==> src/rtl/irq_av_pkg.sv <==
package irq_av_pkg;
  typedef enum logic [1:0] {
    ST_IDLE = 2'd0,
    ST_ACK  = 2'd1,
    ST_VEC  = 2'd2
  } ack_state_e;
endpackage

==> src/rtl/irq_level_filter.sv <==
module irq_level_filter #(
  parameter int LVL_W = 3,
  parameter int DEPTH = 2
) (
  input  logic             clk,
  input  logic             rst_n,
  input  logic [LVL_W-1:0] ipl_n,
  output logic [LVL_W-1:0] lvl_q
);
  localparam int LAST = DEPTH - 1;

  logic [LVL_W-1:0] smp_q [DEPTH];
  logic [LVL_W-1:0] smp_d [DEPTH];
  logic             agree;
  logic             lvl_en;

  // sample chain next state
  always_comb begin
    smp_d[0] = ~ipl_n;
    for (int i = 1; i < DEPTH; i++) smp_d[i] = smp_q[i-1];
  end

  always_comb begin
    agree = 1'b1;
    for (int i = 1; i < DEPTH; i++)
      if (smp_q[i] != smp_q[0]) agree = 1'b0;
  end

  assign lvl_en = agree && (lvl_q != smp_q[LAST]);

  always_ff @(posedge clk or negedge rst_n) begin
    if (!rst_n) begin
      for (int i = 0; i < DEPTH; i++) smp_q[i] <= '0;
    end else begin
      for (int i = 0; i < DEPTH; i++) smp_q[i] <= smp_d[i];
    end
  end

  always_ff @(posedge clk or negedge rst_n) begin
    if (!rst_n)      lvl_q <= '0;
    else if (lvl_en) lvl_q <= smp_q[LAST];
  end

  p_filter_agree_r2: assert property (@(posedge clk) disable iff (!rst_n)
    !$stable(lvl_q) |-> $past(agree));
endmodule

==> src/rtl/irq_ack_ctrl.sv <==
module irq_ack_ctrl
  import irq_av_pkg::*;
#(
  parameter int LVL_W = 3
) (
  input  logic             clk,
  input  logic             rst_n,
  input  logic [LVL_W-1:0] lvl,
  input  logic             vpa_n,
  input  logic             mask_wr_en,
  input  logic [LVL_W-1:0] mask_wr_data,
  output ack_state_e       state_q,
  output logic [LVL_W-1:0] acc_lvl_q,
  output logic [LVL_W-1:0] mask_q
);
  localparam logic [LVL_W-1:0] MASK_RST = '1;

  ack_state_e       state_d;
  logic             accept;
  logic             deliver;
  logic [LVL_W-1:0] mask_d;
  logic             mask_en;

  assign accept  = (state_q == ST_IDLE) && (lvl > mask_q);
  assign deliver = (state_q == ST_ACK) && !vpa_n;

  always_comb begin
    state_d = state_q;
    case (state_q)
      ST_IDLE: if (accept)  state_d = ST_ACK;
      ST_ACK:  if (deliver) state_d = ST_VEC;
      ST_VEC:               state_d = ST_IDLE;
      default:              state_d = ST_IDLE;
    endcase
  end

  always_comb begin
    mask_en = deliver || mask_wr_en;
    mask_d  = deliver ? acc_lvl_q : mask_wr_data;
  end

  always_ff @(posedge clk or negedge rst_n) begin
    if (!rst_n) state_q <= ST_IDLE;
    else        state_q <= state_d;
  end

  always_ff @(posedge clk or negedge rst_n) begin
    if (!rst_n)      acc_lvl_q <= '0;
    else if (accept) acc_lvl_q <= lvl;
  end

  always_ff @(posedge clk or negedge rst_n) begin
    if (!rst_n)       mask_q <= MASK_RST;
    else if (mask_en) mask_q <= mask_d;
  end

  p_ignore_low_r3: assert property (@(posedge clk) disable iff (!rst_n)
    (state_q == ST_IDLE && lvl <= mask_q) |=> (state_q != ST_ACK));
  p_start_high_r4: assert property (@(posedge clk) disable iff (!rst_n)
    (state_q == ST_IDLE && lvl > mask_q) |=> (state_q == ST_ACK));
  p_ack_hold_r5: assert property (@(posedge clk) disable iff (!rst_n)
    (state_q == ST_ACK && vpa_n) |=> (state_q == ST_ACK && $stable(acc_lvl_q)));
  p_mask_raise_r8: assert property (@(posedge clk) disable iff (!rst_n)
    (state_q == ST_ACK && !vpa_n) |=> (state_q == ST_VEC && mask_q == $past(acc_lvl_q)));
  p_mask_write_r9: assert property (@(posedge clk) disable iff (!rst_n)
    (mask_wr_en && !(state_q == ST_ACK && !vpa_n)) |=> (mask_q == $past(mask_wr_data)));
  p_vpa_idle_r11: assert property (@(posedge clk) disable iff (!rst_n)
    (state_q == ST_IDLE) |=> (state_q != ST_VEC));
endmodule

==> src/rtl/irq_vector_gen.sv <==
module irq_vector_gen #(
  parameter int LVL_W    = 3,
  parameter int ADDR_W   = 24,
  parameter int VEC_W    = 8,
  parameter int VEC_BASE = 24
) (
  input  logic [LVL_W-1:0]   lvl,
  output logic [ADDR_W-1:0]  ack_addr,
  output logic [VEC_W-1:0]   vec_num,
  output logic [VEC_W+1:0]   vec_ptr
);
  localparam int               HI_W   = ADDR_W - LVL_W - 1;
  localparam logic [VEC_W-1:0] BASE_V = VEC_W'(VEC_BASE);

  // acknowledge address: all ones above the level field, strobe bit 0 set
  generate
    if (HI_W > 0) begin : g_hi
      assign ack_addr = {{HI_W{1'b1}}, lvl, 1'b1};
    end else begin : g_flat
      assign ack_addr = ADDR_W'({lvl, 1'b1});
    end
  endgenerate

  assign vec_num = BASE_V + VEC_W'(lvl);
  assign vec_ptr = {vec_num, 2'b00};
endmodule

==> src/rtl/irq_autovec_unit.sv <==
module irq_autovec_unit
  import irq_av_pkg::*;
#(
  parameter int LVL_W    = 3,
  parameter int ADDR_W   = 24,
  parameter int VEC_W    = 8,
  parameter int VEC_BASE = 24,
  parameter int FILT_DEP = 2
) (
  input  logic              clk,
  input  logic              rst_n,
  input  logic [LVL_W-1:0]  ipl_n,
  input  logic              mask_wr_en,
  input  logic [LVL_W-1:0]  mask_wr_data,
  input  logic              vpa_n,
  output logic [LVL_W-1:0]  mask_q,
  output logic              seq_hold,
  output logic              ack_active,
  output logic [ADDR_W-1:0] ack_addr,
  output logic              vec_valid,
  output logic [VEC_W-1:0]  vec_num,
  output logic [VEC_W+1:0]  vec_ptr
);
  localparam int PTR_W = VEC_W + 2;

  logic [LVL_W-1:0] lvl_f;
  logic [LVL_W-1:0] acc_lvl;
  ack_state_e       state;

  irq_level_filter #(.LVL_W(LVL_W), .DEPTH(FILT_DEP)) u_filter (
    .clk   (clk),
    .rst_n (rst_n),
    .ipl_n (ipl_n),
    .lvl_q (lvl_f)
  );

  irq_ack_ctrl #(.LVL_W(LVL_W)) u_ctrl (
    .clk          (clk),
    .rst_n        (rst_n),
    .lvl          (lvl_f),
    .vpa_n        (vpa_n),
    .mask_wr_en   (mask_wr_en),
    .mask_wr_data (mask_wr_data),
    .state_q      (state),
    .acc_lvl_q    (acc_lvl),
    .mask_q       (mask_q)
  );

  irq_vector_gen #(.LVL_W(LVL_W), .ADDR_W(ADDR_W), .VEC_W(VEC_W), .VEC_BASE(VEC_BASE)) u_vgen (
    .lvl      (acc_lvl),
    .ack_addr (ack_addr),
    .vec_num  (vec_num),
    .vec_ptr  (vec_ptr)
  );

  assign ack_active = (state == ST_ACK);
  assign vec_valid  = (state == ST_VEC);
  assign seq_hold   = (state != ST_IDLE);

  p_ack_range_r5: assert property (@(posedge clk) disable iff (!rst_n)
    ack_active |-> (&ack_addr[ADDR_W-1:4] && ack_addr[0]));
  p_vec_level_r6: assert property (@(posedge clk) disable iff (!rst_n)
    vec_valid |-> (vec_num == VEC_W'(VEC_BASE) + VEC_W'(mask_q)));
  p_vec_pulse_r6: assert property (@(posedge clk) disable iff (!rst_n)
    vec_valid |=> !vec_valid);
  p_ptr_scale_r7: assert property (@(posedge clk) disable iff (!rst_n)
    vec_valid |-> (vec_ptr[PTR_W-1:2] == vec_num && vec_ptr[1:0] == 2'b00));
  p_hold_cover_r4: assert property (@(posedge clk) disable iff (!rst_n)
    (ack_active || vec_valid) |-> seq_hold);
endmodule

==> config.mk <==
export PLATFORM = sky130hd
export DESIGN_NAME = irq_autovec_unit
export DESIGN_NICKNAME = d
export VERILOG_FILES = /design/src/rtl/irq_av_pkg.sv /design/src/rtl/irq_level_filter.sv /design/src/rtl/irq_ack_ctrl.sv /design/src/rtl/irq_vector_gen.sv /design/src/rtl/irq_autovec_unit.sv
export SDC_FILE = /design/constraint.sdc
export NUM_CORES = 1
export LEC_CHECK = 0
export ABC_AREA = 0
export BUFFER_PORTS_ARGS = -buffer_cell sky130_fd_sc_hd__buf_2
export CORE_MARGIN = 2
export CORE_UTILIZATION = 30
export DETAILED_ROUTE_END_ITERATION = 7
export GPL_TIMING_DRIVEN = 0
export HOLD_SLACK_MARGIN = 0.02
export SKIP_CTS_REPAIR_TIMING = 1
export SYNTH_ARGS = -nofsm -noshare
export SYNTH_HDL_FRONTEND = slang
export SYNTH_SLANG_ARGS = --single-unit
==> constraint.sdc <==
create_clock -name clk -period 1.96 [get_ports clk]
set_input_delay 0 -clock clk [delete_from_list [all_inputs] [get_ports clk]]
set_output_delay 0 -clock clk [all_outputs]
set_load 0.1 [all_outputs]
Word-level counts from Yosys, hierarchy flattened

Cells that the tools add are included.

Register bits after elaboration: 17
Word-level logic and storage cells: 28

$add $sub $neg: 1
$lt $le $gt $ge: 1
Eq/ne operators: 6
Mux-type cells: 5
Bitwise gates (word level): 1
Reductions and logical operators: 8

Operators by type and width:

| kind                  | number |
|---|---|
| $add A5 B3 Y6 const A | 1 |
| $ne A3 B3 Y1          | 2 |
| $mux W2               | 2 |
| $ne A2 B1 Y1 const B  | 2 |
| $pmux W2 S2           | 1 |
| $gt A3 B3 Y1          | 1 |
| $logic_and A1 B1 Y1   | 3 |
| $mux W3               | 1 |
| $not A3 Y3            | 1 |
| $eq A2 B1 Y1 const B  | 1 |
| $eq A2 B2 Y1 const B  | 1 |
| $logic_not A2 Y1      | 1 |
| $reduce_and A2 Y1     | 1 |
| $reduce_bool A2 Y1    | 1 |
| $logic_not A1 Y1      | 1 |
| $logic_or A1 B1 Y1    | 1 |
| $mux W1               | 1 |

Logic depth before layout (Yosys ltp)

Gate-level depths: netlist of run 1.

Depth after elaboration: 4
Gate-level depth with buffers: 6
Depth with buffers taken out: 6

By module

Synthesis of run 1 repeated with hierarchy kept, for this count alone.

Cell total of the unflattened synthesis: 100
Area total of the unflattened synthesis: 1,058.5 µm²

Modules (own cells, without submodules):

| module           | times used | cells each | area each (µm²) | sequential area each (µm²) |
|---|---|---|---|---|
| irq_ack_ctrl     | 1          | 34         | 415.4           | 203.9 |
| irq_vector_gen   | 1          | 44         | 322.8           | 0.0 |
| irq_level_filter | 1          | 19         | 301.5           | 225.2 |
| irq_autovec_unit | 1          | 3          | 18.8            | 0.0 |

Worst setup path before layout of run 1

OpenSTA, ideal clock, no wires.

Kind: reg-to-reg
Start: reg u_ctrl.mask_q[1]
End: reg u_ctrl.acc_lvl_q[0]
Library setup time: 126 ps
Arrival time: 2,043 ps
Path slack: -209 ps
Cell stages (with the launch flop): 7
Path buffers: 0
Clock period less this slack: 2,169 ps
Cells stage by stage: dfstp_2 -> inv_1 -> ha_1 -> nand3_1 -> o21ai_0 -> or3_4 -> mux2_4

Longest elaborated chain between the ends: 2

Ends and longest elaborated chain:

| what                     | RTL line           | source |
|---|---|---|
| start: declaration       | irq_ack_ctrl.sv:14 | `output logic [LVL_W-1:0] mask_q` |
| start signal: assignment | irq_ack_ctrl.sv:54 | `else if (mask_en) mask_q <= mask_d;` |
| $gt A3 B3 Y1             | irq_ack_ctrl.sv:24 | `assign accept = (state_q == ST_IDLE) && (lvl > mask_q);` |
| $logic_and A1 B1 Y1      | irq_ack_ctrl.sv:24 |  |
| end signal: assignment   | irq_ack_ctrl.sv:49 | `else if (accept) acc_lvl_q <= lvl;` |
| end: declaration         | irq_ack_ctrl.sv:13 | `output logic [LVL_W-1:0] acc_lvl_q,` |

Every way passes these cells.
A chain may end at the register's enable or synchronous reset.

Worst setup path after layout of run 1

Start: reg u_ctrl.mask_q[2]
End: reg u_ctrl.acc_lvl_q[0]

The elaborated chain is that of the path after synthesis.

==> reports/qor.yml, run 1 <==
insertion_delay_ns: 0.28
utilization: 0.439
fin_crit_sh: 0.929
antenna_found_initial: 0
layout-drive-gt1-share: 0.512
critPathLaunchType: "flip-flop"
min_to: "u_ctrl.mask_q[2]"
instances_no_fill: 208
clock.fmax_mhz: 549
via_count: 680
die-area_sq_um: 3910
r2r-end: "u_ctrl.acc_lvl_q[0]"
r2r-start: "u_ctrl.mask_q[2]"
die_w_microns: 62.6
rows: 21
finalHoldViolCount: 0
globalplace.congestion: 0.802
grt_pass1_wl_microns: 2640
ys_ff_latch: 17
ys_seq_area_frac: 0.417
finalWirelength_microns: 1570
routed_via_density: 3.27
ant_nets: 0
clockBufferDepth: 2
tns_ns: 0
track_usage: 0.0859
setup_violations: 0
arrival_ns: 2.00
placed_cell_area_sq_um: 1380
hold_start: "mask_wr_data[2]"
finClkSkew_ns: 0.00687
dpl.cell_count: 199
cp.required_ns: 2.14
firstDrtPassIters: 4
grt_start_max_net_pins: 18
numCtsBuffers: 3
yosysTopAreaCell: "dfrtp_1"
ys_warn_count: 0
drt_iter0_drc: 7
initial_core_util: 0.311
nets: 176
syn_area_sq_um: 1030
hpwl_microns: 1300
cts_sinks: 17
cts_tree: "done"
synth_cell_types: 19
root_buffer: "clkbuf_4"
synth.area.top_cells: "dfrtp_1 34%, buf_4 28%, dfstp_2 7.7%"
holdCritPathClass: "in2reg"
min_period_ns: 1.82
synth_top_area_frac: 0.341
endpoint_kind: "flip-flop"
core_sq_um: 3310
grt_pass1_vias: 595
synth_cells: 98
clk_pin_slew_ns: 0.09
maxCapViolCount: 0
numPortBuffers: 24
critPathMaxFanout: 4
htreeDepth: 1
pin_count: 58
post_drt_wl_per_cell_microns: 7.52
rsz0062_at_grt: "no"
slew_viol_final: 0
n_antenna_cell: 0
regArea_sq_um: 440
route.detailed.drc: 0
fill_cells: 332
reg2reg_depth: 6
multiInputGateArea_sq_um: 435
fin_area_sq_um: 1450
outcome: "complete, no violations"
grt-ovfl-total: 0
path_class: "reg2reg"
syn_avg_cell_area_sq_um: 10.5
die_y_microns: 62.6
r2r_slack_ns: 0.14
hold_path_depth: 3
syn2layout_area_growth_pct: 41.2
==> layer usage <==
| layer | vias to the layer above | routed length, microns | global-route usage | share of wire |
|---|---|---|---|---|
| met2 | 36 | 725 | 0.134 | 0.46 |
| met1 | 275 | 660 | 0.100 | 0.42 |
| met4 | 0 | 8 | 0.0250 | 0.0051 |
| met5 | - | 0 | 0 | 0 |
| li1 | 367 | - | - | - |
| met3 | 2 | 171 | 0.0486 | 0.11 |
==> critical path: stages, from the launching register on <==
cell     delay [ns]
dfstp_4        0.63
inv_2          0.04
ha_4           0.21
nand3_2        0.06
o21ai_1        0.06
or3_4          0.41
mux2_4         0.30
==> logic make-up (layout without fill, tap and decap cells) <==
| kind of cell | Yosys count | in the layout | share of synthesized area |
|---|---|---|---|
| AO/OA/AOI/OAI | 5 | 5 | 0.0268 |
| XOR/XNOR | 3 | 3 | 0.0256 |
| adder cells (fa/ha/maj) | 3 | 3 | 0.0365 |
| buffers and inverters | 47 | 80 | 0.314 |
| flip-flops | 17 | 17 | 0.417 |
| multiplexers | 9 | 9 | 0.106 |
| other | 2 | 33 | 0.00730 |
| AND/OR/NAND/NOR | 12 | 12 | 0.0669 |
==> worst max path at each step <==
stage / start / endpoint / slack [ns] / depth (start not counted)
after floorplan: u_ctrl.mask_q[2] / u_ctrl.acc_lvl_q[0] / -0.03 / 6
after global placement: u_ctrl.mask_q[2] / u_ctrl.acc_lvl_q[2] / 0.15 / 6
after detailed placement: u_ctrl.mask_q[2] / u_ctrl.acc_lvl_q[2] / 0.15 / 6
after CTS: u_ctrl.mask_q[2] / u_ctrl.acc_lvl_q[2] / 0.13 / 6
after global routing: u_ctrl.mask_q[2] / u_ctrl.acc_lvl_q[2] / 0.07 / 6
final: u_ctrl.mask_q[2] / u_ctrl.acc_lvl_q[0] / 0.14 / 6
==> cell usage after synthesis, drive strengths merged <==
library cell and n:
buf 39, dfrtp 14, inv 7, mux2 6, nand2 5, o21ai 4, dfstp 3, ha 3
mux2i 3, xnor2 3, conb 2, nand3 2, nor2b 2, a211oi 1, and2b 1, clkbuf 1
or2 1, or3 1
==> metrics by stage <==
step / hold slack [ns] / setup slack (ns)
2_1_floorplan: -0.296 / -0.0295
3_3_place_gp: -0.0682 / 0.152
3_5_place_dp: -0.0606 / 0.146
4_1_cts: -0.383 / 0.128
5_1_grt: 0.0310 / 0.0741
6_report: 0.0248 / 0.139
==> registers in the layout, summed over array words and instances, names as in the netlist <==
register and cells:
u_ctrl.acc_lvl_q 3, u_ctrl.mask_q 3, u_ctrl.state_q 2, u_filter.lvl_q 3
u_filter.smp_d 3, u_filter.smp_q 3
==> layout make-up <==
cell class | instances | share of cell area
Multi-Input combinational cell | 65 | 0.300
Sequential cell | 17 | 0.303
Buffer | 40 | 0.204
Inverter | 7 | 0.0181
Tap cell | 46 | 0.0396
Clock buffer | 4 | 0.0181
Timing Repair Buffer | 29 | 0.117
==> placed cells by master (no fill, tap or decap), drive strengths merged <==
| cell | instances |
|---|---|
| mux2i | 3 |
| buf | 63 |
| conb | 33 |
| dlygate4sd3 | 5 |
| o21ai | 4 |
| nor2b | 2 |
| nand3 | 2 |
| dfstp | 3 |
| nand2 | 5 |
| or3 | 1 |
| mux2 | 6 |
| a211oi | 1 |
| dfrtp | 14 |
| or2 | 1 |
| inv | 7 |
| and2b | 1 |
| ha | 3 |
| xnor2 | 3 |
| clkbuf | 5 |
Power of run 1 is left out: the tool's default activity adds up to more than one toggle a clock period on the data nets, which glitch-free logic cannot reach.
==> inputs of run 2 (changes only) <==
==> constraint.sdc (replaced) <==
create_clock -name clk -period 1.96 [get_ports clk]
set_input_delay 0 -clock clk [delete_from_list [all_inputs] [get_ports clk]]
set_output_delay 0 -clock clk [all_outputs]
set_load 0.02 [all_outputs]
==> reports/qor.yml, run 2 (same netlist as run 1, synthesis figures left out) <==
placed_cell_area_sq_um: 1320  # -3.9%
antenna_found_initial: 0  # unchanged
post_drt_wl_per_cell_microns: 7.66  # +1.8%
clk_pin_slew_ns: 0.10  # about the same
numCtsBuffers: 3  # unchanged
r2r_slack_ns: 0.13  # about the same
arrival_ns: 2.01  # about the same
nets: 177  # +0.57%
route.detailed.drc: 0  # unchanged
die_y_microns: 62.6  # unchanged
core_sq_um: 3310  # unchanged
cts_sinks: 17  # unchanged
ir_drop_v: 0.000400
numPortBuffers: 24  # unchanged
pin_count: 58  # unchanged
drt_iter0_drc: 7  # unchanged
root_buffer: "clkbuf_4"
final_cell_mix: "39 x buf_4, 33 x conb_1, 24 x buf_2"
critPathMaxFanout: 4  # unchanged
grt_pass1_wl_microns: 2480  # -6.0%
outcome: "complete, no violations"
fin_crit_sh: 0.932  # +0.00232
cp.required_ns: 2.14  # about the same
ant_nets: 0  # unchanged
layout-drive-gt1-share: 0.479  # -0.0338
instances_no_fill: 209  # +0.48%
initial_core_util: 0.311  # unchanged
power.density_nw_per_um2: 1170
final_common_cell: "buf_4"
firstDrtPassIters: 4  # unchanged
die_w_microns: 62.6  # unchanged
worst_slack_ns: 0.134  # -0.00455 ns
finClkSkew_ns: 0.000678  # -0.00619 ns
clock.fmax_mhz: 548  # -0.25%
syn2layout_area_growth_pct: 37.1
hold_ws_ns: 0.0221  # -0.00265 ns
totalPowerFinal_mw: 1.65
grt_start_max_net_pins: 18  # unchanged
cp-endpoint: "u_ctrl.acc_lvl_q[1]"
finalWirelength_microns: 1600  # +2.3%
tns_ns: 0  # unchanged
maxCapViolCount: 0  # unchanged
hpwl_microns: 1300  # +0.27%
reg2reg_depth: 6  # unchanged
track_usage: 0.0792  # -0.00667
finalHoldViolCount: 0  # unchanged
dpl.cell_count: 199  # unchanged
fin_area_sq_um: 1410  # -2.9%
holdCritPathClass: "in2reg"
p_leak_nw: 0.781
grt-ovfl-total: 0  # unchanged
fill_cells: 340  # +2.4%
cts_tree: "done"
endpoint_kind: "flip-flop"
setup_violations: 0  # unchanged
path_class: "reg2reg"
place_ws_ns: 0.131  # -0.0149 ns
crit_start: "u_ctrl.mask_q[1]"
routed_via_density: 3.33  # +2.0%
globalplace.congestion: 0.704  # -12%
min_period_ns: 1.83  # +0.00455 ns
r2r-start: "u_ctrl.mask_q[1]"
grt_pass1_vias: 585  # -1.7%
rows: 21  # unchanged
via_count: 697  # +2.5%
htreeDepth: 1  # unchanged
r2r-end: "u_ctrl.acc_lvl_q[1]"
utilization: 0.426  # -0.0128
rsz0062_at_grt: "no"
die-area_sq_um: 3910  # unchanged
slew_viol_final: 0  # unchanged
critPathLaunchType: "flip-flop"
insertion_delay_ns: 0.28  # about the same
n_antenna_cell: 0  # unchanged
clockBufferDepth: 2  # unchanged
-- run 2: changes by cell type in the layout (fill, tap and decap cells not counted), sizes merged --
cell	delta
clkinv	+1
dlygate4sd3	+1
clkbuf	-1
-- run 2: how the worst min path moves through the flow --
| stage | from | endpoint | slack, ns | cells after the start |
|---|---|---|---|---|
| after global routing | mask_wr_data[2] | u_ctrl.mask_q[2] | 0.04 | 3 |
| after global placement | rst_n | u_filter.smp_d[0] | -0.07 | 1 |
| after CTS | rst_n | u_filter.smp_d[0] | -0.39 | 1 |
| final | mask_wr_data[2] | u_ctrl.mask_q[2] | 0.02 | 3 |
| after detailed placement | rst_n | u_filter.smp_d[0] | -0.06 | 1 |
| after floorplan | rst_n | u_ctrl.acc_lvl_q[0] | -0.30 | 0 |
-- run 2: layer usage --
| metal | track usage | share of wire | up-vias |
|---|---|---|---|
| met2 | 0.128 | 0.46 | 41 |
| met4 | 0.0333 | 0 | 0 |
| met5 | 0 | 0 | - |
| met1 | 0.0884 | 0.41 | 289 |
| met3 | 0.0396 | 0.13 | 0 |
| li1 | - | - | 367 |
-- run 2: layout make-up --
type / instances / area [sq um] / area share
Multi-Input combinational cell: 65 / 393 / 0.279
Timing Repair Buffer: 30 / 180 / 0.128
Inverter: 7 / 26.3 / 0.0186
Buffer: 40 / 297 / 0.210
Sequential cell: 17 / 429 / 0.304
Clock inverter: 1 / 5.00 / 0.00355
Clock buffer: 3 / 22.5 / 0.0160
Tap cell: 46 / 57.6 / 0.0408
-- run 2: worst max-delay path, stage by stage (launching register included) --
cell and delay (ns):
dfstp_2 0.55, inv_1 0.04, ha_1 0.30, nand3_1 0.08, o21ai_0 0.07, or3_4 0.37, mux2_4 0.31
-- run 2: power breakdown --
group / internal (mW) / switching, mW
Clock: 0.0758 / 0.108
Sequential: 0.471 / 0.0898
Combinational: 0.443 / 0.462
No activity file was read; power rests on OpenSTA's default activity.
